File: config.mk
export PLATFORM = sky130hd
export DESIGN_NAME = gpio_apb_ctrl
export DESIGN_NICKNAME = d
export VERILOG_FILES = /design/src/rtl/gpio_ctrl_pkg.sv /design/src/rtl/gpio_port_regs.sv /design/src/rtl/gpio_sync_filter.sv /design/src/rtl/gpio_edge_irq.sv /design/src/rtl/gpio_apb_ctrl.sv
export SDC_FILE = /design/constraint.sdc
export NUM_CORES = 1
export LEC_CHECK = 0
export CAP_MARGIN = 40
export CORE_MARGIN = 4
export CORE_UTILIZATION = 59
export CTS_BUF_LIST = sky130_fd_sc_hd__clkbuf_4 sky130_fd_sc_hd__clkbuf_8
export DETAILED_ROUTE_END_ITERATION = 7
export PLACE_DENSITY = 0.88
export SYNTH_ARGS = -nofsm -noshare
export SYNTH_HDL_FRONTEND = slang
export SYNTH_SLANG_ARGS = --single-unit
File: constraint.sdc
create_clock -name pclk -period 10.49 [get_ports pclk]
set_input_delay 3.147 -clock pclk [delete_from_list [all_inputs] [get_ports pclk]]
set_output_delay 3.147 -clock pclk [all_outputs]
set_load 0.01 [all_outputs]
File: src/rtl/gpio_ctrl_pkg.sv
package gpio_ctrl_pkg;

  localparam int unsigned MAX_PORTS = 4;

  // Interrupt block of port 0 and the input views
  localparam logic [7:0] OFS_IEN   = 8'h30;
  localparam logic [7:0] OFS_IMASK = 8'h34;
  localparam logic [7:0] OFS_ITYPE = 8'h38;
  localparam logic [7:0] OFS_IPOL  = 8'h3C;
  localparam logic [7:0] OFS_ISTAT = 8'h40;
  localparam logic [7:0] OFS_DBEN  = 8'h48;
  localparam logic [7:0] OFS_EOI   = 8'h4C;
  localparam logic [7:0] OFS_EXT0  = 8'h50;

  typedef enum logic [3:0] {
    SEL_NONE, SEL_DATA, SEL_DIR, SEL_EXT,
    SEL_IEN, SEL_IMASK, SEL_ITYPE, SEL_IPOL,
    SEL_ISTAT, SEL_DBEN, SEL_EOI
  } reg_sel_e;

  function automatic logic [7:0] data_ofs(input int unsigned p);
    return 8'(p * 12);
  endfunction

  function automatic logic [7:0] dir_ofs(input int unsigned p);
    return 8'(p * 12 + 4);
  endfunction

  function automatic logic [7:0] ext_ofs(input int unsigned p);
    return OFS_EXT0 + 8'(p * 4);
  endfunction

  // Edges that match each pin's type and polarity
  function automatic logic [31:0] edge_hits(input logic [31:0] cur, prev, typ, pol);
    return typ & ((pol & cur & ~prev) | (~pol & ~cur & prev));
  endfunction

  // Level-sensitive pins currently at their active level
  function automatic logic [31:0] level_active(input logic [31:0] cur, typ, pol);
    return ~typ & ~(cur ^ pol);
  endfunction

  // Edge latch update: clear by write-one, new edge wins, only while armed
  function automatic logic [31:0] next_pending(input logic [31:0] pend, clr, hits, typ, en);
    return typ & en & ((pend & ~clr) | hits);
  endfunction

  function automatic logic [31:0] visible(input logic [31:0] raw, en, mask);
    return raw & en & ~mask;
  endfunction

endpackage

File: src/rtl/gpio_port_regs.sv
module gpio_port_regs #(
  parameter int unsigned W = 8
) (
  input  logic         clk,
  input  logic         rst_n,
  input  logic         wr_data,
  input  logic         wr_dir,
  input  logic [W-1:0] wdata,
  output logic [W-1:0] data_q,
  output logic [W-1:0] dir_q
);

  always_ff @(posedge clk or negedge rst_n) begin
    if (!rst_n) begin
      data_q <= '0;
      dir_q  <= '0;
    end else begin
      if (wr_data) data_q <= wdata;
      if (wr_dir)  dir_q  <= wdata;
    end
  end

endmodule

File: src/rtl/gpio_sync_filter.sv
module gpio_sync_filter #(
  parameter int unsigned W         = 8,
  parameter int unsigned DB_CYCLES = 4,
  parameter bit          HAS_DB    = 1'b1
) (
  input  logic         clk,
  input  logic         rst_n,
  input  logic [W-1:0] raw_in,
  input  logic [W-1:0] db_en,
  input  logic         db_tick,
  output logic [W-1:0] filt_out
);

  logic [W-1:0] s1_q, s2_q;

  always_ff @(posedge clk or negedge rst_n) begin
    if (!rst_n) begin
      s1_q <= '0;
      s2_q <= '0;
    end else begin
      s1_q <= raw_in;
      s2_q <= s1_q;
    end
  end

  if (HAS_DB) begin : g_db
    localparam int unsigned CW = (DB_CYCLES > 1) ? $clog2(DB_CYCLES) : 1;
    for (genvar i = 0; i < W; i++) begin : g_pin
      logic [CW-1:0] cnt_q;
      logic          val_q;
      always_ff @(posedge clk or negedge rst_n) begin
        if (!rst_n) begin
          cnt_q <= '0;
          val_q <= 1'b0;
        end else if (!db_en[i]) begin
          val_q <= s2_q[i];
          cnt_q <= '0;
        end else if (s2_q[i] == val_q) begin
          cnt_q <= '0;
        end else if (db_tick) begin
          if (cnt_q == CW'(DB_CYCLES - 1)) begin
            val_q <= s2_q[i];
            cnt_q <= '0;
          end else begin
            cnt_q <= cnt_q + 1'b1;
          end
        end
      end
      assign filt_out[i] = db_en[i] ? val_q : s2_q[i];
    end
  end else begin : g_pass
    logic unused_db;
    assign unused_db = &{1'b0, db_en, db_tick};
    assign filt_out  = s2_q;
  end

endmodule

File: src/rtl/gpio_edge_irq.sv
module gpio_edge_irq
  import gpio_ctrl_pkg::*;
#(
  parameter int unsigned W = 8
) (
  input  logic         clk,
  input  logic         rst_n,
  input  logic [W-1:0] pin,
  input  logic [W-1:0] en,
  input  logic [W-1:0] mask,
  input  logic [W-1:0] typ,
  input  logic [W-1:0] pol,
  input  logic [W-1:0] clr,
  output logic [W-1:0] hit,
  output logic [W-1:0] pend,
  output logic [W-1:0] status,
  output logic         irq
);

  logic [W-1:0] prev_q;
  logic [W-1:0] level;
  logic [W-1:0] pend_d;

  assign hit    = W'(edge_hits(32'(pin), 32'(prev_q), 32'(typ), 32'(pol)));
  assign level  = W'(level_active(32'(pin), 32'(typ), 32'(pol)));
  assign pend_d = W'(next_pending(32'(pend), 32'(clr), 32'(hit), 32'(typ), 32'(en)));
  assign status = W'(visible(32'(pend | level), 32'(en), 32'(mask)));
  assign irq    = |status;

  always_ff @(posedge clk or negedge rst_n) begin
    if (!rst_n) begin
      prev_q <= '0;
      pend   <= '0;
    end else begin
      prev_q <= pin;
      pend   <= pend_d;
    end
  end

endmodule

File: src/rtl/gpio_apb_ctrl.sv
module gpio_apb_ctrl
  import gpio_ctrl_pkg::*;
#(
  parameter int unsigned NUM_PORTS  = 4,
  parameter int unsigned PORT_WIDTH = 8,
  parameter int unsigned DB_CYCLES  = 4,
  parameter int unsigned ADDR_W     = 7
) (
  input  logic                             pclk,
  input  logic                             presetn,
  input  logic                             psel,
  input  logic                             penable,
  input  logic                             pwrite,
  input  logic [ADDR_W-1:0]                paddr,
  input  logic [31:0]                      pwdata,
  output logic [31:0]                      prdata,
  input  logic [NUM_PORTS*PORT_WIDTH-1:0]  ext_in,
  output logic [NUM_PORTS*PORT_WIDTH-1:0]  pad_out,
  output logic [NUM_PORTS*PORT_WIDTH-1:0]  pad_oe,
  input  logic                             db_tick,
  output logic                             irq
);

  localparam int unsigned W = PORT_WIDTH;

  logic       wr_acc;
  logic [7:0] waddr;
  reg_sel_e   sel;
  logic [1:0] sel_port;

  logic [W-1:0] data_q   [MAX_PORTS];
  logic [W-1:0] dir_q    [MAX_PORTS];
  logic [W-1:0] ext_view [MAX_PORTS];

  logic [W-1:0] ien_q, imask_q, itype_q, ipol_q, idb_q;
  logic [W-1:0] eoi_clr, pin_a, a_hit, a_pend, a_status;
  logic [31:0]  rd_word;

  assign wr_acc = psel & penable & pwrite;
  assign waddr  = 8'({paddr[ADDR_W-1:2], 2'b00});

  logic unused_addr;
  assign unused_addr = &{1'b0, paddr[1:0]};
  if (W < 32) begin : g_unused_wdata
    logic unused_wdata;
    assign unused_wdata = &{1'b0, pwdata[31:W]};
  end

  // Address decode
  always_comb begin
    sel      = SEL_NONE;
    sel_port = '0;
    case (waddr)
      OFS_IEN:   sel = SEL_IEN;
      OFS_IMASK: sel = SEL_IMASK;
      OFS_ITYPE: sel = SEL_ITYPE;
      OFS_IPOL:  sel = SEL_IPOL;
      OFS_ISTAT: sel = SEL_ISTAT;
      OFS_DBEN:  sel = SEL_DBEN;
      OFS_EOI:   sel = SEL_EOI;
      default:   ;
    endcase
    for (int unsigned p = 0; p < NUM_PORTS; p++) begin
      if (waddr == data_ofs(p)) begin sel = SEL_DATA; sel_port = 2'(p); end
      if (waddr == dir_ofs(p))  begin sel = SEL_DIR;  sel_port = 2'(p); end
      if (waddr == ext_ofs(p))  begin sel = SEL_EXT;  sel_port = 2'(p); end
    end
  end

  // Port 0 interrupt configuration
  always_ff @(posedge pclk or negedge presetn) begin
    if (!presetn) begin
      ien_q   <= '0;
      imask_q <= '0;
      itype_q <= '0;
      ipol_q  <= '0;
      idb_q   <= '0;
    end else if (wr_acc) begin
      case (sel)
        SEL_IEN:   ien_q   <= pwdata[W-1:0];
        SEL_IMASK: imask_q <= pwdata[W-1:0];
        SEL_ITYPE: itype_q <= pwdata[W-1:0];
        SEL_IPOL:  ipol_q  <= pwdata[W-1:0];
        SEL_DBEN:  idb_q   <= pwdata[W-1:0];
        default:   ;
      endcase
    end
  end

  assign eoi_clr = (wr_acc && sel == SEL_EOI) ? pwdata[W-1:0] : '0;

  // Per-port registers and input paths
  for (genvar p = 0; p < MAX_PORTS; p++) begin : g_port
    if (p < NUM_PORTS) begin : g_on
      logic wr_d, wr_r;
      assign wr_d = wr_acc && sel == SEL_DATA && sel_port == 2'(p);
      assign wr_r = wr_acc && sel == SEL_DIR  && sel_port == 2'(p);

      gpio_port_regs #(.W(W)) u_regs (
        .clk    (pclk),
        .rst_n  (presetn),
        .wr_data(wr_d),
        .wr_dir (wr_r),
        .wdata  (pwdata[W-1:0]),
        .data_q (data_q[p]),
        .dir_q  (dir_q[p])
      );

      gpio_sync_filter #(.W(W), .DB_CYCLES(DB_CYCLES), .HAS_DB(p == 0)) u_in (
        .clk     (pclk),
        .rst_n   (presetn),
        .raw_in  (ext_in[p*W +: W]),
        .db_en   ((p == 0) ? idb_q : '0),
        .db_tick (db_tick),
        .filt_out(ext_view[p])
      );

      assign pad_out[p*W +: W] = data_q[p];
      assign pad_oe[p*W +: W]  = dir_q[p];
    end else begin : g_off
      assign data_q[p]   = '0;
      assign dir_q[p]    = '0;
      assign ext_view[p] = '0;
    end
  end

  assign pin_a = ext_view[0];

  gpio_edge_irq #(.W(W)) u_irq (
    .clk   (pclk),
    .rst_n (presetn),
    .pin   (pin_a),
    .en    (ien_q),
    .mask  (imask_q),
    .typ   (itype_q),
    .pol   (ipol_q),
    .clr   (eoi_clr),
    .hit   (a_hit),
    .pend  (a_pend),
    .status(a_status),
    .irq   (irq)
  );

  // Read path
  always_comb begin
    rd_word = '0;
    case (sel)
      SEL_DATA:  rd_word[W-1:0] = data_q[sel_port];
      SEL_DIR:   rd_word[W-1:0] = dir_q[sel_port];
      SEL_EXT:   rd_word[W-1:0] = ext_view[sel_port];
      SEL_IEN:   rd_word[W-1:0] = ien_q;
      SEL_IMASK: rd_word[W-1:0] = imask_q;
      SEL_ITYPE: rd_word[W-1:0] = itype_q;
      SEL_IPOL:  rd_word[W-1:0] = ipol_q;
      SEL_ISTAT: rd_word[W-1:0] = a_status;
      SEL_DBEN:  rd_word[W-1:0] = idb_q;
      default:   ;
    endcase
    prdata = (psel && !pwrite) ? rd_word : '0;
  end

endmodule

; ---- Yosys cells after proc, flatten, opt, wreduce, memory -nomap -nowiden
; Cells that the tools add are included.
; Widths: inputs -> output; s select.
[classes]
order_cmp = 1
eq_ne = 79
bitwise = 25
div = 0
muxes = 106
reduce_logical = 29
shift = 0
n_mul = 0
addsub = 8
[op_table]
columns = operator, n
row1 = $and 8x8->8, 11
row2 = $mux 2, 40
row3 = $pmux 8 s9, 1
row4 = $mux 8, 8
row5 = $not 8->8, 7
row6 = $bmux 8 s2, 3
row7 = $mux 4, 12
row8 = $mux 1, 41
row9 = $eq 5x5->1 const B, 7
row10 = $ne 2x2->1 const B, 16
row11 = $eq 5x4->1 const B, 6
row12 = $pmux 4 s7, 1
row13 = $ne 3x2->1 const B, 8
row14 = $or 8x8->8, 3
row15 = $reduce_and 3->1, 8
row16 = $eq 2x2->1 const B, 10
row17 = $add 2x1->2 const B, 8
row18 = $eq 4x3->1 const B, 4
row19 = $ne 2x1->1 const B, 8
row20 = $eq 5x3->1 const B, 3
row21 = $eq 4x4->1 const B, 3
row22 = $logic_and 1x1->1, 12
row23 = $reduce_and 2->1, 5
row24 = $eq 1x1->1, 8
row25 = other kinds (13), 15
[totals]
word_cells = 287
memories = 0
output_inout_bits = 97
latch_bits = 0
mem_bits_rw = 0
reg_bits = 208
mem_bits_ro = 0
inputBits = 77

; ---- Longest topological paths before layout
; Gate-level depths: netlist of run 1.
[depth]
depth_word = 21
mapped_depth = 9
mapped_depth_nobuf = 9

; ---- Modules after synthesis
; A second synthesis of run 1 with hierarchy kept.
[hier_totals]
cells_unflattened = 752
hier_area_um2 = 10064.7
[modules_own_cells]
columns = mod, cells_per_inst, instances, area_each_um2, seq_area_each_um2
row1 = gpio_apb_ctrl, 327, 1, 3290.7, 1001.0
row2 = gpio_port_regs, 34, 4, 663.1, 400.4
row3 = gpio_sync_filter (g_port[0].g_on.u_in), 131, 1, 1789.2, 1001.0
row4 = gpio_sync_filter (g_port[1].g_on.u_in ...), 16, 3, 400.4, 400.4
row5 = gpio_edge_irq, 110, 1, 1131.1, 400.4

; ---- Least setup slack after synthesis of run 1
; No wires, ideal clock.
[synth_path]
path_type = input to output
from = in paddr[3]
to = out prdata[4]
slack_ns = 2.563
t_arrival_ns = 4.780
path_stages = 7
required_ns = 7.343
path_buffers = 2
cell_sequence = buf_4 -> or4b_4 -> a31oi_4 -> buf_6 -> nand2_1 -> a41o_1 -> a41oi_2
[synth_between]
elab_chain_len = 17
word_cells_on_any_way = 62
cone_classes = eq/ne: 27 / mux: 33 / bitwise: 1 / reduce/logical: 1
[synth_rtl]
columns = element, line
row1 = from (decl), gpio_apb_ctrl.sv:14  ; input logic [ADDR_W-1:0] paddr,
row2 = $eq 5x5->1 or $eq 5x4->1 (tied branches), gpio_apb_ctrl.sv:53  ; case (waddr)
row3 = $pmux 4 s7, gpio_apb_ctrl.sv:53
row4 = $mux 4, gpio_apb_ctrl.sv:64  ; if (waddr == data_ofs(p)) begin sel = SEL_DATA; sel_port = 2'(p); end
row5 = $mux 4, gpio_apb_ctrl.sv:65  ; if (waddr == dir_ofs(p)) begin sel = SEL_DIR; sel_port = 2'(p); end
row6 = $mux 4, gpio_apb_ctrl.sv:66  ; if (waddr == ext_ofs(p)) begin sel = SEL_EXT; sel_port = 2'(p); end
row7 = $mux 4, gpio_apb_ctrl.sv:64
row8 = $mux 4, gpio_apb_ctrl.sv:65
row9 = $mux 4, gpio_apb_ctrl.sv:66
row10 = $mux 4, gpio_apb_ctrl.sv:64
row11 = $mux 4, gpio_apb_ctrl.sv:65
row12 = $mux 4, gpio_apb_ctrl.sv:66
row13 = $mux 4, gpio_apb_ctrl.sv:64
row14 = $mux 4, gpio_apb_ctrl.sv:65
row15 = $mux 4, gpio_apb_ctrl.sv:66
row16 = "$eq 4x4->1, or another cell as far along", gpio_apb_ctrl.sv:147  ; case (sel)
row17 = $pmux 8 s9 (*), gpio_apb_ctrl.sv:147
row18 = $mux 8 (*), gpio_apb_ctrl.sv:159  ; prdata = (psel && !pwrite) ? rd_word : '0;
row19 = to (decl), gpio_apb_ctrl.sv:16  ; output logic [31:0] prdata,
; Mark *: on every way between the ends. The rest lies on a longest branch, timed or not. The select of a mux whose other input is x is not followed.

; ---- Worst setup path after layout of run 1
[layout_path]
from = in paddr[6]
to = out prdata[4]
; The elaborated chain is that of the path after synthesis.

==> results of run 1 <==
-- per-layer routing --
layer  routed length (um)  GRT usage, %  up-vias
met4                  778          10.0        0
li1                     -             -     3101
met5                    0             0        -
met3                 1950          5.94       71
met1                 9730          36.2     3492
met2                12200          45.7      368
-- flip-flops by register name, summed over array words and instances (netlist names) --
register	count
g_port.g_on.u_in.filt_out	24
g_port.g_on.u_in.g_db.g_pin.cnt_q	16
g_port.g_on.u_in.g_db.g_pin.val_q	8
g_port.g_on.u_in.s1_q	32
g_port.g_on.u_in.s2_q	8
g_port.g_on.u_regs.data_q	32
g_port.g_on.u_regs.dir_q	32
idb_q	8
ien_q	8
imask_q	8
ipol_q	8
itype_q	8
u_irq.pend	8
u_irq.prev_q	8
-- worst max-delay path, delay by kind of cell --
family / cells / cell delay, ns
AOI/OAI and AO/OA: 3 / 0.63
buffers and inverters: 3 / 1.77
and+or+nand+nor: 3 / 0.96
-- logic make-up after synthesis --
kind of cell,share of synthesized area [%]
xor+xnor,0.728
flops,54.1
buf+inv,4.64
compound gates,9.28
simple gates,11.6
other cells,0.0390
mux,16.5
fa+ha+maj,3.12
-- power by group through the flow --
stage	sequential (uW)	combinational (uW)	clock, uW
2_1_floorplan	917	126	0
3_3_place_gp	917	242	0
3_5_place_dp	920	252	0
4_1_cts	908	257	738
5_1_grt	915	279	773
6_report	909	256	728
-- final cells by class --
class | count | area share (%)
clock buffers | 57 | 5.90
well taps | 216 | 2.31
clock inverters | 4 | 0.235
multi-input cells | 544 | 34.7
flip-flops and latches | 208 | 44.5
inverters | 16 | 0.513
repair buffers | 139 | 11.9
-- cell usage in the layout, fill, tap and decap left out, drive strengths merged, types with 3 or more instances in the layout --
cell type,synthesis,final
a21oi,14,14
a221o,5,5
a221oi,12,12
a222oi,8,8
a22o,14,14
a22oi,9,9
a31oi,5,5
a32o,3,3
a41oi,3,3
and2,6,6
buf,45,16
clkbuf,18,58
clkdlybuf4s50,0,122
clkinvlp,0,3
conb,1,24
dfrtp,208,208
ha,24,24
inv,16,16
mux2,111,111
mux2i,34,34
nand2,105,105
nand2b,6,6
nand3,11,11
nand4b,4,4
nor2,56,56
nor2b,10,10
nor3,5,5
nor3b,3,3
o21ai,26,26
o21ba,3,3
or2,5,5
xor2,8,8
-- worst paths after layout --
kind                                                        end                         from  slack, ns
worst max-delay path                                  prdata[4]                     paddr[6]       0.81
worst min-delay path            g_port[1].g_on.u_in.filt_out[3]  g_port[1].g_on.u_in.s1_q[3]       0.34
worst max register to register                    u_irq.pend[0]                     idb_q[0]       8.83
worst min register to register  g_port[1].g_on.u_in.filt_out[3]  g_port[1].g_on.u_in.s1_q[3]       0.34
max in group asynchronous           g_port[0].g_on.u_in.s2_q[2]                      presetn       6.81
min in group asynchronous       g_port[2].g_on.u_regs.data_q[2]                      presetn       2.57
-- cells in the mapped netlist (9+ instances only) --
library cell  count  area (um^2)
a21oi_1          14         70.1
a221oi_1         12          105
a22o_1           14          123
a22oi_1           9         67.6
buf_2            12         60.1
buf_4            28          210
clkbuf_1         18         67.6
dfrtp_1         208         5200
ha_1             24          300
inv_1            16         60.1
mux2_1           18          203
mux2_2           93         1050
mux2i_1          34          340
nand2_1         101          379
nand3_1          11         55.1
nor2_1           49          184
nor2b_1           9         56.3
o21ai_0          24          120
-- through the flow --
step	hold WS (ns)	setup slack, ns	cells	util, %
6_report	0.341	0.815	1184	73.4
2_1_floorplan	0.331	2.56	831	-
3_5_place_dp	0.336	0.903	1123	68.9
5_1_grt	0.349	0.733	1184	73.4
3_3_place_gp	0.333	0.928	1119	68.5
4_1_cts	0.343	0.893	1184	73.4
==> run_results.csv, run 1 <==
group,metric,value,unit
synth,synth-edff-count,0,
setup_path,worstPathMaxFanout,25,
global_route,gr-usage-all-layers,27.6,%
worst_hold_path,min_delay_path_depth,0,
power_and_ir_drop,share_comb_of_total_power,13.5,%
floorplanning,core_area,15900,um^2
synth,synth-async-reset-ratio,100,%
timing,fin_worst_skew,0.0169,ns
timing,hold_violations_final,0,
clock_tree,cts_max_level,2,
floorplanning,floorplan.initialDensity,60.4,%
drt,detailroute.via_count,7032,
timing,slew_viol_final,0,
power_and_ir_drop,power_switching,490,uW
synth,synth.ff_latch_count,208,
flow_run,max_capacitance_violation_count,0,
place,detailedPlacementHpwl,16800,um
clock_tree,cts_resized,0,
drt,vias_per_cell,5.94,
layout,fillerInstances,1007,
layout,post_route_cells_drive_above_1_share,20.1,%
global_route,global_route_wire_length_before_repair,39500,um
clock_tree,clk_latency,0.53,ns
setup_path,max_stage_delay,0.82,ns
place,io_buf_count,123,
global_route,globalRouteOverflowTotal,0,
power_and_ir_drop,design_power_total,1890,uW
drt,route.antenna.remaining_nets,0,
synth,cell_count_after_synthesis,808,
outcome,outcome,"finished clean",
setup_path,worst_ep_arrival_time,6.53,ns
timing,fmax,0.103,GHz
setup_path,cp-start-kind,"input pin",
drt,wl,24700,um
layout,antenna_cells,0,
drt,firstDrtPassIters,5,
global_route,number_of_antenna_violations_at_the_first_check_in_global_routing,0,
setup_path,cp_data_required_time,7.34,ns
floorplanning,ios,174,
synth,yosys.cell_types.count,68,
global_route,grt_pass1_vias,7350,
clock_tree,clk_path_buf_depth,3,
setup_path,path_cells,"clkdlybuf4s50_1 -> or4b_4 -> a31oi_4 -> buf_4 -> nand3_1 -> nand3_1 -> a31oi_1 -> a41oi_2 -> clkdlybuf4s50_1",
timing,timing.max_slew.rel_slack,36.2,%
synth,syn_area,9630,um^2
layout,layout.area.seq,5200,um^2
floorplanning,die-area,18400,um^2
synth,synth_flop_cell,"dfrtp_1",
timing,final.setup.tns,0,ns
power_and_ir_drop,worst_ir_drop_vdd,0.123,mV
timing,post-route-period-util,92.2,%
power_and_ir_drop,share_clk_of_total_power,38.5,%
clock_tree,ctsRootBufferMaster,"clkbuf_8",
synth,synth_area_per_cell,11.9,um^2
power_and_ir_drop,power.leakage,0.00537,uW
clock_tree,cts_post_setup_buffers_inserted,0,
setup_path,critical-path-slowest-cell,"clkdlybuf4s50_1",
clock_tree,number_of_cts_inserted_buffers,35,
place,placement.cell_area,11000,um^2
synth,ys_warn_count,0,
synth,sequential_element_share_of_the_synthesized_area,54.1,%
drt,drc,0,
layout,area_growth_syn_to_layout,21.6,%
layout,final_area,11700,um^2
clock_tree,cts_tree,"done",
floorplanning,die_height,136,um
clock_tree,clkTransAtPathRegs,0.06,ns
layout,multiInputGateArea,4060,um^2
timing,rsz0062_at_grt,"no",
drt,wl_per_cell,20.9,um
setup_path,cell_depth_of_the_worst_flop_to_flop_path,5,
place,routabilityCongestion,0.917,
power_and_ir_drop,netSwitchingFraction,25.9,%
global_route,grt_max_degree,78,
timing,timing.final.crit_period,9.68,ns
floorplanning,die_width,136,um
drt,initialDrtViolationCount,664,
power_and_ir_drop,p_int,1400,uW
power_and_ir_drop,power.density,162,nW/um^2
power_and_ir_drop,p_seq_share,48.0,%
clock_tree,post_cts_hold_buffer_count,0,
floorplanning,row_count,46,
layout,final_nets,1045,
setup_path,sort_of_element_at_the_end_of_the_critical_path,"output pin",
timing,worst_slew_pin_slew,0.952,ns
clock_tree,clock_sink_count,208,
timing,report.final.setup_viol,0,
worst_hold_path,classification_of_the_worst_slack_hold_path,"register to register",
setup_path,critical_path_class,"input pin to output pin",
(Power assumes the default switching activity.)
==> inputs of run 2 (changes only) <==
--- a/config.mk
+++ b/config.mk
@@ -11,6 +11,8 @@
 export CTS_BUF_LIST = sky130_fd_sc_hd__clkbuf_4 sky130_fd_sc_hd__clkbuf_8
 export DETAILED_ROUTE_END_ITERATION = 7
 export PLACE_DENSITY = 0.88
+export SLEW_MARGIN = 10
 export SYNTH_ARGS = -nofsm -noshare
 export SYNTH_HDL_FRONTEND = slang
 export SYNTH_SLANG_ARGS = --single-unit
+export TNS_END_PERCENT = 50
==> results of run 2 <==
No change in the layout: final DEF, timing and power equal those of run 1.
